**config.mk**
```make
export PLATFORM = sky130hd
export DESIGN_NAME = tmr_presync_timer
export DESIGN_NICKNAME = d
export VERILOG_FILES = /design/src/rtl/tmr_pkg.sv /design/src/rtl/tmr_src_sel.sv /design/src/rtl/tmr_prescaler.sv /design/src/rtl/tmr_phase_sampler.sv /design/src/rtl/tmr_count_core.sv /design/src/rtl/tmr_presync_timer.sv
export SDC_FILE = /design/constraint.sdc
export NUM_CORES = 1
export LEC_CHECK = 0
export ABC_AREA = 1
export BUFFER_PORTS_ARGS = -buffer_cell sky130_fd_sc_hd__clkbuf_2
export CELL_PAD_IN_SITES_DETAIL_PLACEMENT = 0
export CELL_PAD_IN_SITES_GLOBAL_PLACEMENT = 1
export CORE_MARGIN = 2
export CORE_UTILIZATION = 36
export DETAILED_ROUTE_END_ITERATION = 12
export PLACE_DENSITY = 0.82
export REMOVE_ABC_BUFFERS = 1
export SYNTH_ARGS = -nofsm -noshare
export SYNTH_HDL_FRONTEND = slang
export SYNTH_SLANG_ARGS = --single-unit
```
**constraint.sdc**
```tcl
create_clock -name clk -period 2.5 [get_ports clk]
set_clock_uncertainty 0.15 [all_clocks]
set_input_delay 0 -clock clk [delete_from_list [all_inputs] [get_ports clk]]
set_output_delay 0 -clock clk [all_outputs]
set_load 0.02 [all_outputs]
```
**src/rtl/tmr_pkg.sv**
```systemverilog
package tmr_pkg;

    localparam int TMR_CNT_W       = 16;
    localparam int TMR_PS_STAGES   = 8;
    localparam int TMR_PS_CODE_W   = 4;
    localparam int TMR_SYNC_STAGES = 2;

    // phase strobe positions inside qstb
    localparam int PH_Q1 = 0;
    localparam int PH_Q2 = 1;
    localparam int PH_Q3 = 2;
    localparam int PH_Q4 = 3;

    // control word, MSB first
    typedef struct packed {
        logic                     irq_en;
        logic [TMR_PS_CODE_W-1:0] ps_code;
        logic                     edge_rise;
        logic                     src_int;
    } tmr_ctl_t;

    localparam int TMR_CTL_W = $bits(tmr_ctl_t);

    // number of prescaler stages a code selects, saturating at the stage count
    function automatic int tmr_ps_log2(input logic [TMR_PS_CODE_W-1:0] code,
                                       input int stages);
        int v;
        v = int'(code);
        if (v > stages) v = stages;
        return v;
    endfunction

endpackage

```
**src/rtl/tmr_src_sel.sv**
```systemverilog
module tmr_src_sel #(
    parameter int SYNC_STAGES = tmr_pkg::TMR_SYNC_STAGES
) (
    input  logic clk,
    input  logic rst,
    input  logic pin,
    input  logic q1,
    input  logic q3,
    input  logic src_int,
    input  logic edge_rise,
    output logic level
);
    logic [SYNC_STAGES-1:0] sync_q;
    logic                   tick_lvl;

    // metastability chain for the asynchronous pin
    always_ff @(posedge clk) begin
        if (rst) begin
            sync_q <= '0;
        end else begin
            sync_q[0] <= pin;
            for (int k = 1; k < SYNC_STAGES; k++) begin
                sync_q[k] <= sync_q[k-1];
            end
        end
    end

    // instruction-rate square wave: high after Q3, low after Q1
    always_ff @(posedge clk) begin
        if (rst) begin
            tick_lvl <= 1'b0;
        end else if (q3) begin
            tick_lvl <= 1'b1;
        end else if (q1) begin
            tick_lvl <= 1'b0;
        end
    end

    // the counting edge always appears as a rising edge of level
    always_comb begin
        if (src_int) begin
            level = tick_lvl;
        end else begin
            level = sync_q[SYNC_STAGES-1] ^ ~edge_rise;
        end
    end

endmodule

```
**src/rtl/tmr_prescaler.sv**
```systemverilog
module tmr_prescaler #(
    parameter int STAGES = tmr_pkg::TMR_PS_STAGES,
    parameter int CODE_W = tmr_pkg::TMR_PS_CODE_W
) (
    input  logic              clk,
    input  logic              rst,
    input  logic              level,
    input  logic [CODE_W-1:0] code,
    input  logic              clr,
    output logic              psout
);
    localparam int SEL_W = $clog2(STAGES + 1);

    logic              level_d;
    logic [STAGES-1:0] pcnt;
    logic [STAGES:0]   tap;
    logic [SEL_W-1:0]  sel;

    always_ff @(posedge clk) begin
        if (rst) begin
            level_d <= 1'b0;
            pcnt    <= '0;
        end else begin
            level_d <= level;
            if (clr) begin
                pcnt <= '0;
            end else if (level && !level_d) begin
                pcnt <= pcnt + 1'b1;
            end
        end
    end

    assign tap[0] = level;
    for (genvar g = 1; g <= STAGES; g++) begin : g_tap
        assign tap[g] = pcnt[g-1];
    end

    always_comb begin
        sel = SEL_W'(tmr_pkg::tmr_ps_log2(code, STAGES));
        psout = tap[0];
        for (int k = 1; k <= STAGES; k++) begin
            if (sel == SEL_W'(k)) psout = tap[k];
        end
    end

endmodule

```
**src/rtl/tmr_phase_sampler.sv**
```systemverilog
module tmr_phase_sampler (
    input  logic clk,
    input  logic rst,
    input  logic q2,
    input  logic q4,
    input  logic psout,
    output logic inc
);
    logic samp_q;
    logic sample_now;

    assign sample_now = q2 | q4;

    always_ff @(posedge clk) begin
        if (rst) begin
            samp_q <= 1'b0;
        end else if (sample_now) begin
            samp_q <= psout;
        end
    end

    // a low sample followed by a high sample is one count event
    assign inc = sample_now & psout & ~samp_q;

endmodule

```
**src/rtl/tmr_count_core.sv**
```systemverilog
module tmr_count_core #(
    parameter int CNT_W = tmr_pkg::TMR_CNT_W
) (
    input  logic               clk,
    input  logic               rst,
    input  logic               inc,
    input  logic               wr_lo,
    input  logic               wr_hi,
    input  logic [CNT_W/2-1:0] wr_data,
    input  logic               ack,
    output logic [CNT_W-1:0]   cnt,
    output logic               ovf
);
    localparam int HALF_W = CNT_W / 2;
    localparam logic [CNT_W-1:0] ALL_ONES = '1;

    logic [CNT_W-1:0] cnt_q, cnt_d;
    logic             ovf_q;
    logic             wr_any, wrap;

    always_comb begin
        wr_any = wr_lo | wr_hi;
        wrap   = inc & ~wr_any & (cnt_q == ALL_ONES);
        cnt_d  = cnt_q;
        if (wr_any) begin
            if (wr_lo) cnt_d[HALF_W-1:0]     = wr_data;
            if (wr_hi) cnt_d[CNT_W-1:HALF_W] = wr_data;
        end else if (inc) begin
            cnt_d = cnt_q + CNT_W'(1);
        end
    end

    always_ff @(posedge clk) begin
        if (rst) begin
            cnt_q <= '0;
            ovf_q <= 1'b0;
        end else begin
            cnt_q <= cnt_d;
            if (wrap) begin
                ovf_q <= 1'b1;
            end else if (ack) begin
                ovf_q <= 1'b0;
            end
        end
    end

    assign cnt = cnt_q;
    assign ovf = ovf_q;

endmodule

```
**src/rtl/tmr_presync_timer.sv**
```systemverilog
module tmr_presync_timer
    import tmr_pkg::*;
#(
    parameter int CNT_W       = TMR_CNT_W,
    parameter int PS_STAGES   = TMR_PS_STAGES,
    parameter int SYNC_STAGES = TMR_SYNC_STAGES
) (
    input  logic                 clk,
    input  logic                 rst,
    input  logic [3:0]           qstb,
    input  logic                 pin,
    input  logic                 cfg_we,
    input  logic [TMR_CTL_W-1:0] cfg_wdata,
    output logic [TMR_CTL_W-1:0] cfg_q,
    input  logic                 wr_lo,
    input  logic                 wr_hi,
    input  logic [CNT_W/2-1:0]   wr_data,
    output logic [CNT_W/2-1:0]   cnt_lo,
    output logic [CNT_W/2-1:0]   cnt_hi,
    output logic                 ovf,
    input  logic                 ack,
    output logic                 irq
);
    localparam int HALF_W = CNT_W / 2;

    tmr_ctl_t         ctl;
    logic             level, psout, inc;
    logic [CNT_W-1:0] cnt;

    always_ff @(posedge clk) begin
        if (rst) begin
            ctl <= '0;
        end else if (cfg_we) begin
            ctl <= tmr_ctl_t'(cfg_wdata);
        end
    end

    tmr_src_sel #(.SYNC_STAGES(SYNC_STAGES)) u_src (
        .clk       (clk),
        .rst       (rst),
        .pin       (pin),
        .q1        (qstb[PH_Q1]),
        .q3        (qstb[PH_Q3]),
        .src_int   (ctl.src_int),
        .edge_rise (ctl.edge_rise),
        .level     (level)
    );

    tmr_prescaler #(.STAGES(PS_STAGES), .CODE_W(TMR_PS_CODE_W)) u_ps (
        .clk   (clk),
        .rst   (rst),
        .level (level),
        .code  (ctl.ps_code),
        .clr   (wr_lo | wr_hi),
        .psout (psout)
    );

    tmr_phase_sampler u_samp (
        .clk   (clk),
        .rst   (rst),
        .q2    (qstb[PH_Q2]),
        .q4    (qstb[PH_Q4]),
        .psout (psout),
        .inc   (inc)
    );

    tmr_count_core #(.CNT_W(CNT_W)) u_core (
        .clk     (clk),
        .rst     (rst),
        .inc     (inc),
        .wr_lo   (wr_lo),
        .wr_hi   (wr_hi),
        .wr_data (wr_data),
        .ack     (ack),
        .cnt     (cnt),
        .ovf     (ovf)
    );

    assign cfg_q  = TMR_CTL_W'(ctl);
    assign cnt_lo = cnt[HALF_W-1:0];
    assign cnt_hi = cnt[CNT_W-1:HALF_W];
    assign irq    = ovf & ctl.irq_en;

endmodule

```
==> metrics.txt, run 1 <==
status=complete, but fails checks; failing checks=hold timing; EDFF count, synth=0; gpl congestion=0.9096; Total Routing Usage GR=0.1802; top cell type's share of synthesized area=0.3536; Worst Setup SP=cfg_q[0]; clk buf depth=2; drt first pass iters=5; met3 usage=0.03258; CP Launch Type=register; first-pass GRT wire length=9183 um; die footprint=6444 sq um; register area share after synthesis=0.3536; Tmin final=2221 ps; CP arrival=2260 ps; Die Span Y=80.28 um; RSZ-0062 raised after global routing=no; synthesized netlist cell count=331; Achievable Freq=450.2 MHz; Flop pwr share=0.468; GRT busiest layer=met2; Static Leakage=1.323 nW; Tightest Pin Transition=755.1 ps; Critical Path Sink=u_samp.samp_q; CP max FO=3; HPWL Detailed=3884 um; # rows=27; sw power=0.4824 mW; Synth area leader=dfxtp_1; Yosys Warn Count=0; dominant synthesized flop cell=dfxtp_1; required time worst endpoint=2540 ps; CTS root buf=clkbuf_8; internal power=0.9574 mW; worst reg2reg setup slack=280 ps; initial antenna violation count=0; Die Wd=80.28 um; # DRC=0; M2 GR Usage=0.2958; Tightest Hold Check Type=input port to register; Via density=4.703; Buffers on Ports=50; clock share of power=0.313; # diodes=0; setup TNS=0 ps; CP Capture Type=register; fin. max-slew vios=0; CTS clock-pin slew for the worst setup and hold paths=90 ps; ys async rst share=0; syn avg cell area=6.328 sq um; CTS buffer count=5; Post-CTS Repair Setup Buffers=0; register bit total from synthesis=37; total power=1.440 mW; Combinational Power Share=0.219; fin nets=433; clock sink count=37; share of layout cells above drive strength 1=0.1798; vias in the first global route=2037; max-cap violations=0; commonest cells in the netlist=nand2_1 (77), nor2_1 (57), inv_1 (46); Final Cycle Share=0.8884; # fillers=610; Synth Cell Area=2095 sq um; reg-to-reg endpoint=u_samp.samp_q; antenna viol nets, final=0; clk_lat worst skew=300 ps; CTS tree=yes; Setup CP Type=register to register; Reg2Reg Launch Point=cfg_q[0]; Rel. slew slack=0.4961; switching part of the total power=0.3350; Starting Density=0.3758; Hold Slack=-3.915 ps; Worst VDD drop=349.2 uV; most frequent cell after synthesis=nand2_1; met1 Resource Use GR=0.2411; Area contributors post-synth=dfxtp_1 (35%), nand2_1 (14%), nor2_1 (10%), inv_1 (8.2%), a21oi_1 (7.2%); Total Wirelength=5369 um; PD cells=524.2 nW/um^2; Max H-tree Level=2; Final Hold Vio Count=2; global route overflow=0; Iter 0 DRT Violations=85; largest net degree at the start of global routing=24; Core Area=5574 sq um; I/O pin count=51; Area Overhead vs Synth=31.12%; post-DR wirelength/cell=11.23 um; Netlist cell types=29; R2R depth=15; Final setup viols=0; Via Count=2248
[worst max-delay path, cell delays in order, from the launching register on]
cell and delay, ps:
dfxtp_1 330, inv_1 60, or2_2 260, nand2_1 130, nand2_1 60, nand2_1 70, nand2_1 50, nand2_1 50
nand2_1 40, nand2_1 50, nand2_1 50, nand2_1 60, nand2_2 80, nand2_1 70, a21oi_1 60, dlygate4sd3_1 560
[what timing repair did]
action	CTS	global route
gates resized for setup	0	2
endpoints found under the setup margin	0	1
hold buffers	26	0
hold endpoints to repair	19	0
[per-layer routing]
| layer | vias up | wire [um] |
|---|---|---|
| met3 | 6 | 259 |
| met5 | - | 0 |
| li1 | 1197 | - |
| met4 | 0 | 63 |
| met2 | 51 | 2460 |
| met1 | 994 | 2585 |
[worst min path at each step]
stage                          start               to  slack, ps  cells past startpoint
after floorplan                  rst       u_core.ovf        -80                      1
after global placement           pin  u_src.sync_q[0]         50                      3
after detailed placement         pin  u_src.sync_q[0]         50                      3
after CTS                     cfg_we         cfg_q[0]          2                      3
after global routing      wr_data[0]    u_core.cnt[0]         40                      7
final                         cfg_we         cfg_q[0]         -4                      3
[state kept, by name, summed over array words and instances (netlist names)]
signal,cells
u_src.tick_lvl,1
cfg_q,7
u_ps.level_d,1
u_src.sync_q,2
u_ps.pcnt,8
u_core.ovf,1
u_samp.samp_q,1
u_core.cnt,16
[power by group through the flow]
stage / Clock [mW] / Combinational, mW / Sequential [mW]
after floorplan: 0 / 0.154 / 0.714
final: 0.451 / 0.315 / 0.673
after global routing: 0.493 / 0.359 / 0.680
after global placement: 0 / 0.279 / 0.686
after detailed placement: 0 / 0.280 / 0.687
after CTS: 0.473 / 0.316 / 0.673
[layout by cell type (no fill, tap or decap), drive strengths merged]
| master | instances |
|---|---|
| nand2 | 80 |
| nor2 | 60 |
| clkbuf | 55 |
| inv | 49 |
| dfxtp | 37 |
| a21oi | 30 |
| dlygate4sd3 | 26 |
| o21ai | 20 |
| nand3 | 13 |
| nor3 | 8 |
| nand4 | 7 |
| or2 | 3 |
| nor4 | 3 |
| o21a | 2 |
| xnor2 | 2 |
| xor2 | 2 |
| nor3b | 2 |
| ha | 2 |
| o21bai | 1 |
| a21boi | 1 |
| a31oi | 1 |
| clkinvlp | 1 |
| buf | 1 |
[cell type report]
type                       count  area, sq um  area share
tap                           72        90.09     0.03280
multi-input combinational    237         1127      0.4105
inverter                      47        176.4     0.06424
timing repair buffer          77        518.0      0.1886
sequential                    37        740.7      0.2697
clock inverter                 3        25.02    0.009112
clock buffer                   5        68.82     0.02506
[cells by family (layout without fill, tap and decap cells)]
logic type | Yosys count | in the layout | synth area share
compound gates | 55 | 55 | 0.1368
xor+xnor | 4 | 4 | 0.01673
fa+ha+maj | 2 | 2 | 0.01195
buf+inv | 57 | 132 | 0.1135
flops | 37 | 37 | 0.3536
simple gates | 176 | 176 | 0.3674
[stage by stage]
step             util  cell area, sq um  worst slack [ps]  std cells
2_1_floorplan       -              2033             320.3        321
3_3_place_gp   0.4272              2381             380.3        444
3_5_place_dp   0.4272              2381             300.3        444
4_1_cts        0.4907              2735             266.3        478
5_1_grt        0.4927              2746             27.07        478
6_report       0.4927              2746             278.9        478
No activity file was read; power rests on OpenSTA's default activity.
==> run 2: changes to the inputs <==
REMOVE_ABC_BUFFERS = default   (was 1)
==> run 2 against run 1 <==
Compared with the run above:
- the flow now finishes without violations
- non-clock buffer count rose by 1
- design area is 0.82% higher
- via count decreased by 1.0%
- critical path type unchanged
- critical endpoint is now u_core.ovf
==> metrics.txt, run 2 (same netlist as run 1, synthesis figures left out) <==
largest net degree at the start of global routing=24; CP arrival=2280 ps; Cell Chain, Critical Path=ha_1 -> nand3_1 -> nor2_2 -> nand2_1 -> nor2_2 -> nand3_1 -> inv_2 -> nand2_1 -> nor3_1 -> nand4_1 -> nor2_1 -> nand4_1 -> a21oi_1; # DRC=0; Achievable Freq=456.4 MHz; M2 GR Usage=0.3008; clk buf depth=2; Static Leakage=1.327 nW; I/O pin count=51; required time worst endpoint=2590 ps; setup TNS=0 ps; Rel. slew slack=0.5214; Final Hold Vio Count=0; met1 Resource Use GR=0.2395; final core utilization=0.4967; Post-CTS Repair Setup Buffers=0; initial antenna violation count=0; Final Cycle Share=0.8764; GRT busiest layer=met2; met3 usage=0.03708; Via Count=2225; Tightest Pin Transition=717.2 ps; CTS tree=yes; Area Overhead vs Synth=32.20%; switching part of the total power=0.3117; Worst VDD drop=272.7 uV; Total Wirelength=5453 um; status=finished, final reports clean; CP Launch Type=register; die footprint=6444 sq um; Final setup viols=0; Total Routing Usage GR=0.1827; Via density=4.645; vias in the first global route=2073; Setup CP Type=register to register; fin. max-slew vios=0; Die Span Y=80.28 um; CTS root buf=clkbuf_8; max FFs per register=16; global route overflow=0; drt first pass iters=4; sw power=0.4771 mW; PD cells=552.7 nW/um^2; fin nets=434; CTS buffer count=5; Flop pwr share=0.439; CP Capture Type=register; gpl congestion=0.8325; post-DR wirelength/cell=11.38 um; # rows=27; clock sink count=37; most common cell after layout, fill and taps aside=nand2_1; share of layout cells above drive strength 1=0.1794; Starting Density=0.3758; max-cap violations=0; commonest non-fill, non-tap cells in the layout=nand2_1 (77), nor2_1 (56), clkbuf_2 (50); CTS clock-pin slew for the worst setup and hold paths=80 ps; first-pass GRT wire length=9225 um; HPWL Detailed=3831 um; critical path's slowest cell=dfxtp_1; internal power=1.053 mW; Max H-tree Level=2; Tmin final=2191 ps; # diodes=0; slowest stage delay, CP=410 ps; RSZ-0062 raised after global routing=no; Tightest Hold Check Type=input port to register; Core Area=5574 sq um; Buffers on Ports=50; Inst Count DP=444; Combinational Power Share=0.207; Iter 0 DRT Violations=111; Mapped Nets=359; Finished Layout Cells=479; antenna viol nets, final=0; clock share of power=0.354; clk_lat worst skew=300 ps; CP max FO=5; Die Wd=80.28 um
## run 2: cell count changes in the layout (fill, tap and decap cells not counted), sizes merged
| cell | before | now |
|---|---|---|
| clkinv | 0 | 1 |
| bufinv | 0 | 1 |
| inv | 49 | 47 |
| dlygate4sd3 | 26 | 27 |
## run 2: repair_timing
item | 4_1_cts | 5_1_grt
hold buffers | 27 | 0
setup endpoints to repair | 0 | 2
gates resized for setup | 0 | 1
endpoints found under the hold margin | 17 | 0
## run 2: critical path: cells and delay by family, from the launching register on
kind	cells	cell delay (ps)
AO/OA/AOI/OAI	1	140
adder cells (fa/ha/maj)	1	200
buffers and inverters	1	90
flip-flops	1	410
AND/OR/NAND/NOR	10	1130
## run 2: final cells by class
type | instances | area [sq um]
flip-flops and latches | 37 | 740.7
multi-input cells | 237 | 1119
repair buffers | 78 | 528.0
fillers | 608 | 2805
well taps | 72 | 90.09
clock inverters | 3 | 46.29
clock buffers | 5 | 68.82
inverters | 47 | 176.4
## run 2: power by group through the flow
stage                     sequential (mW)  clock (mW)  combinational [mW]
after detailed placement            0.686           0               0.280
after floorplan                     0.709           0               0.172
after global routing                0.679       0.579               0.358
final                               0.672       0.541               0.317
after global placement              0.684           0               0.279
after CTS                           0.672       0.550               0.316
## run 2: through the flow
step | area [sq um] | hold slack [ps] | total power, mW | setup slack [ps]
final | 2769 | 5.526 | 1.530 | 308.9
after global routing | 2769 | 30.95 | 1.617 | 12.29
after detailed placement | 2381 | 58.08 | 0.9652 | 294.5
after CTS | 2766 | 3.542 | 1.538 | 279.3
after global placement | 2381 | 44.49 | 0.9633 | 382.9
after floorplan | 2095 | -43.03 | 0.8807 | 320.5
## run 2: final timing paths
path	from	endpoint	slack, ps	depth (start not counted)
worst max-delay path	u_core.cnt[0]	u_core.ovf	310	13
worst min-delay path	wr_data[5]	u_core.cnt[13]	6	7
worst max register to register	u_core.cnt[0]	u_core.ovf	310	13
worst min register to register	u_src.sync_q[0]	u_src.sync_q[1]	260	2
## run 2: layer usage
metal,share of wire,vias to the layer above
li1,-,1201
met1,0.50,974
met2,0.45,44
met3,0.039,6
met4,0.012,0
met5,0,-
==> run 3: changes to the inputs <==
--- a/constraint.sdc
+++ b/constraint.sdc
@@ -4,2 +4,2 @@
 set_output_delay 0 -clock clk [all_outputs]
-set_load 0.02 [all_outputs]
+set_load 0.1 [all_outputs]
==> run 3 against run 2 <==
Compared with the run above:
- via count up 2.4%
- critical path type unchanged
- count of clock-buffer cells in the layout up 2
- largest cell class unchanged
- combinational power up 65%
- die area unchanged
==> metrics.txt, run 3 (same netlist as run 1, synthesis figures left out) <==
# rows=27; worst reg2reg setup slack=210 ps; status=finished, final reports clean; commonest non-fill, non-tap cells in the layout=nand2_1 (77), nor2_1 (56), clkbuf_2 (50); Via density=4.630; CTS buffer count=5; most common cell after layout, fill and taps aside=nand2_1; total power=1.691 mW; fin. max-slew vios=0; Worst VDD drop=258.3 uV; Achievable Freq=436.0 MHz; CTS tree=yes; share of layout cells above drive strength 1=0.2310; CP max FO=3; max-cap violations=0; drt first pass iters=4; vias in the first global route=2018; Rel. slew slack=0.5408; Max H-tree Level=2; Starting Density=0.3758; Final Hold Vio Count=0; clk buf depth=2; final worst slack=206.5 ps; CTS root buf=clkbuf_8; PD cells=577.0 nW/um^2; Iter 0 DRT Violations=108; Mapped Nets=359; Area Overhead vs Synth=39.90%; Total Wirelength=5513 um; Via Count=2278; post-DR wirelength/cell=11.21 um; # DRC=0; global route overflow=0; Static Leakage=1.393 nW; CTS clock-pin slew for the worst setup and hold paths=80 ps; fin nets=447; die footprint=6444 sq um; Tmin final=2294 ps; gpl congestion=0.8080; clk_lat worst skew=300 ps; Tightest Pin Transition=688.1 ps; antenna viol nets, final=0; HPWL Detailed=3804 um; Total Routing Usage GR=0.1819; Core Area=5574 sq um; largest net degree at the start of global routing=24; Die Span Y=80.28 um; required time worst endpoint=2540 ps; Setup CP Type=register to register; CP Capture Type=register; worst slack, placed=377.1 ps; Tightest Hold Check Type=input port to register; I/O pin count=51; final core utilization=0.5257; Die Wd=80.28 um; clock sink count=37; Final setup viols=0; RSZ-0062 raised after global routing=no; setup TNS=0 ps; CP arrival=2340 ps; # diodes=0; CP Launch Type=register; first-pass GRT wire length=9121 um; Buffers on Ports=50; Final Cycle Share=0.9174; max FFs per register=16; initial antenna violation count=0
-- run 3: cell types whose count changed in the layout (fill, tap and decap cells not counted), moves of 3 or more --
cell           change
buf_4             +10
dfxtp_2            +4
dlygate4sd3_1      +3
dfxtp_4            +5
dfxtp_1            -9
-- run 3: path summary, 6_finish.rpt --
check,cells after the start,startpoint,to
worst max-delay path,11,cfg_q[3],u_samp.samp_q
worst min-delay path,7,wr_data[5],u_core.cnt[13]
worst max register to register,11,cfg_q[3],u_samp.samp_q
worst min register to register,2,u_src.sync_q[0],u_src.sync_q[1]
-- run 3: what timing repair did --
item                                    CTS  global route
hold buffers                             31             0
resized for setup                         0            13
endpoints found under the hold margin    19             0
setup buffers                             0            10
endpoints found under the setup margin    0             1
-- run 3: per-layer routing --
metal | GRT usage | share of wire | vias to the layer above
met5 | 0 | 0 | -
met1 | 0.2397 | 0.49 | 997
met4 | 0.05254 | 0.014 | 0
met2 | 0.2933 | 0.45 | 52
met3 | 0.04494 | 0.045 | 8
li1 | - | - | 1221
-- run 3: layout make-up --
| class | instances | area [sq um] |
|---|---|---|
| flip-flops and latches | 37 | 764.5 |
| inverters | 47 | 180.2 |
| well taps | 72 | 90.09 |
| clock buffers | 7 | 97.59 |
| repair buffers | 91 | 633.1 |
| fillers | 586 | 2644 |
| clock inverters | 1 | 8.758 |
| multi-input cells | 237 | 1156 |
-- run 3: where the power goes --
group | leakage [nW] | internal, mW | switching [mW]
sequential | 0.310 | 0.628 | 0.0463
clock | 0.0536 | 0.259 | 0.234
combinational | 1.03 | 0.144 | 0.379
-- run 3: stage by stage --
step           cell area (sq um)  hold WS, ps  std cells
2_1_floorplan               2111       -43.03        331
3_3_place_gp                2397        49.16        444
3_5_place_dp                2397        47.10        444
4_1_cts                     2814       0.5545        483
5_1_grt                     2930        46.75        492
6_report                    2930        7.191        492
-- run 3: critical path: stages (launching register included) --
cell	delay, ps
dfxtp_4	370
clkinvlp_4	120
buf_4	160
buf_4	130
nor4_2	240
o21bai_1	150
inv_1	50
nand2_1	70
nand2_2	80
nand2_1	70
a21oi_1	60
dlygate4sd3_1	550
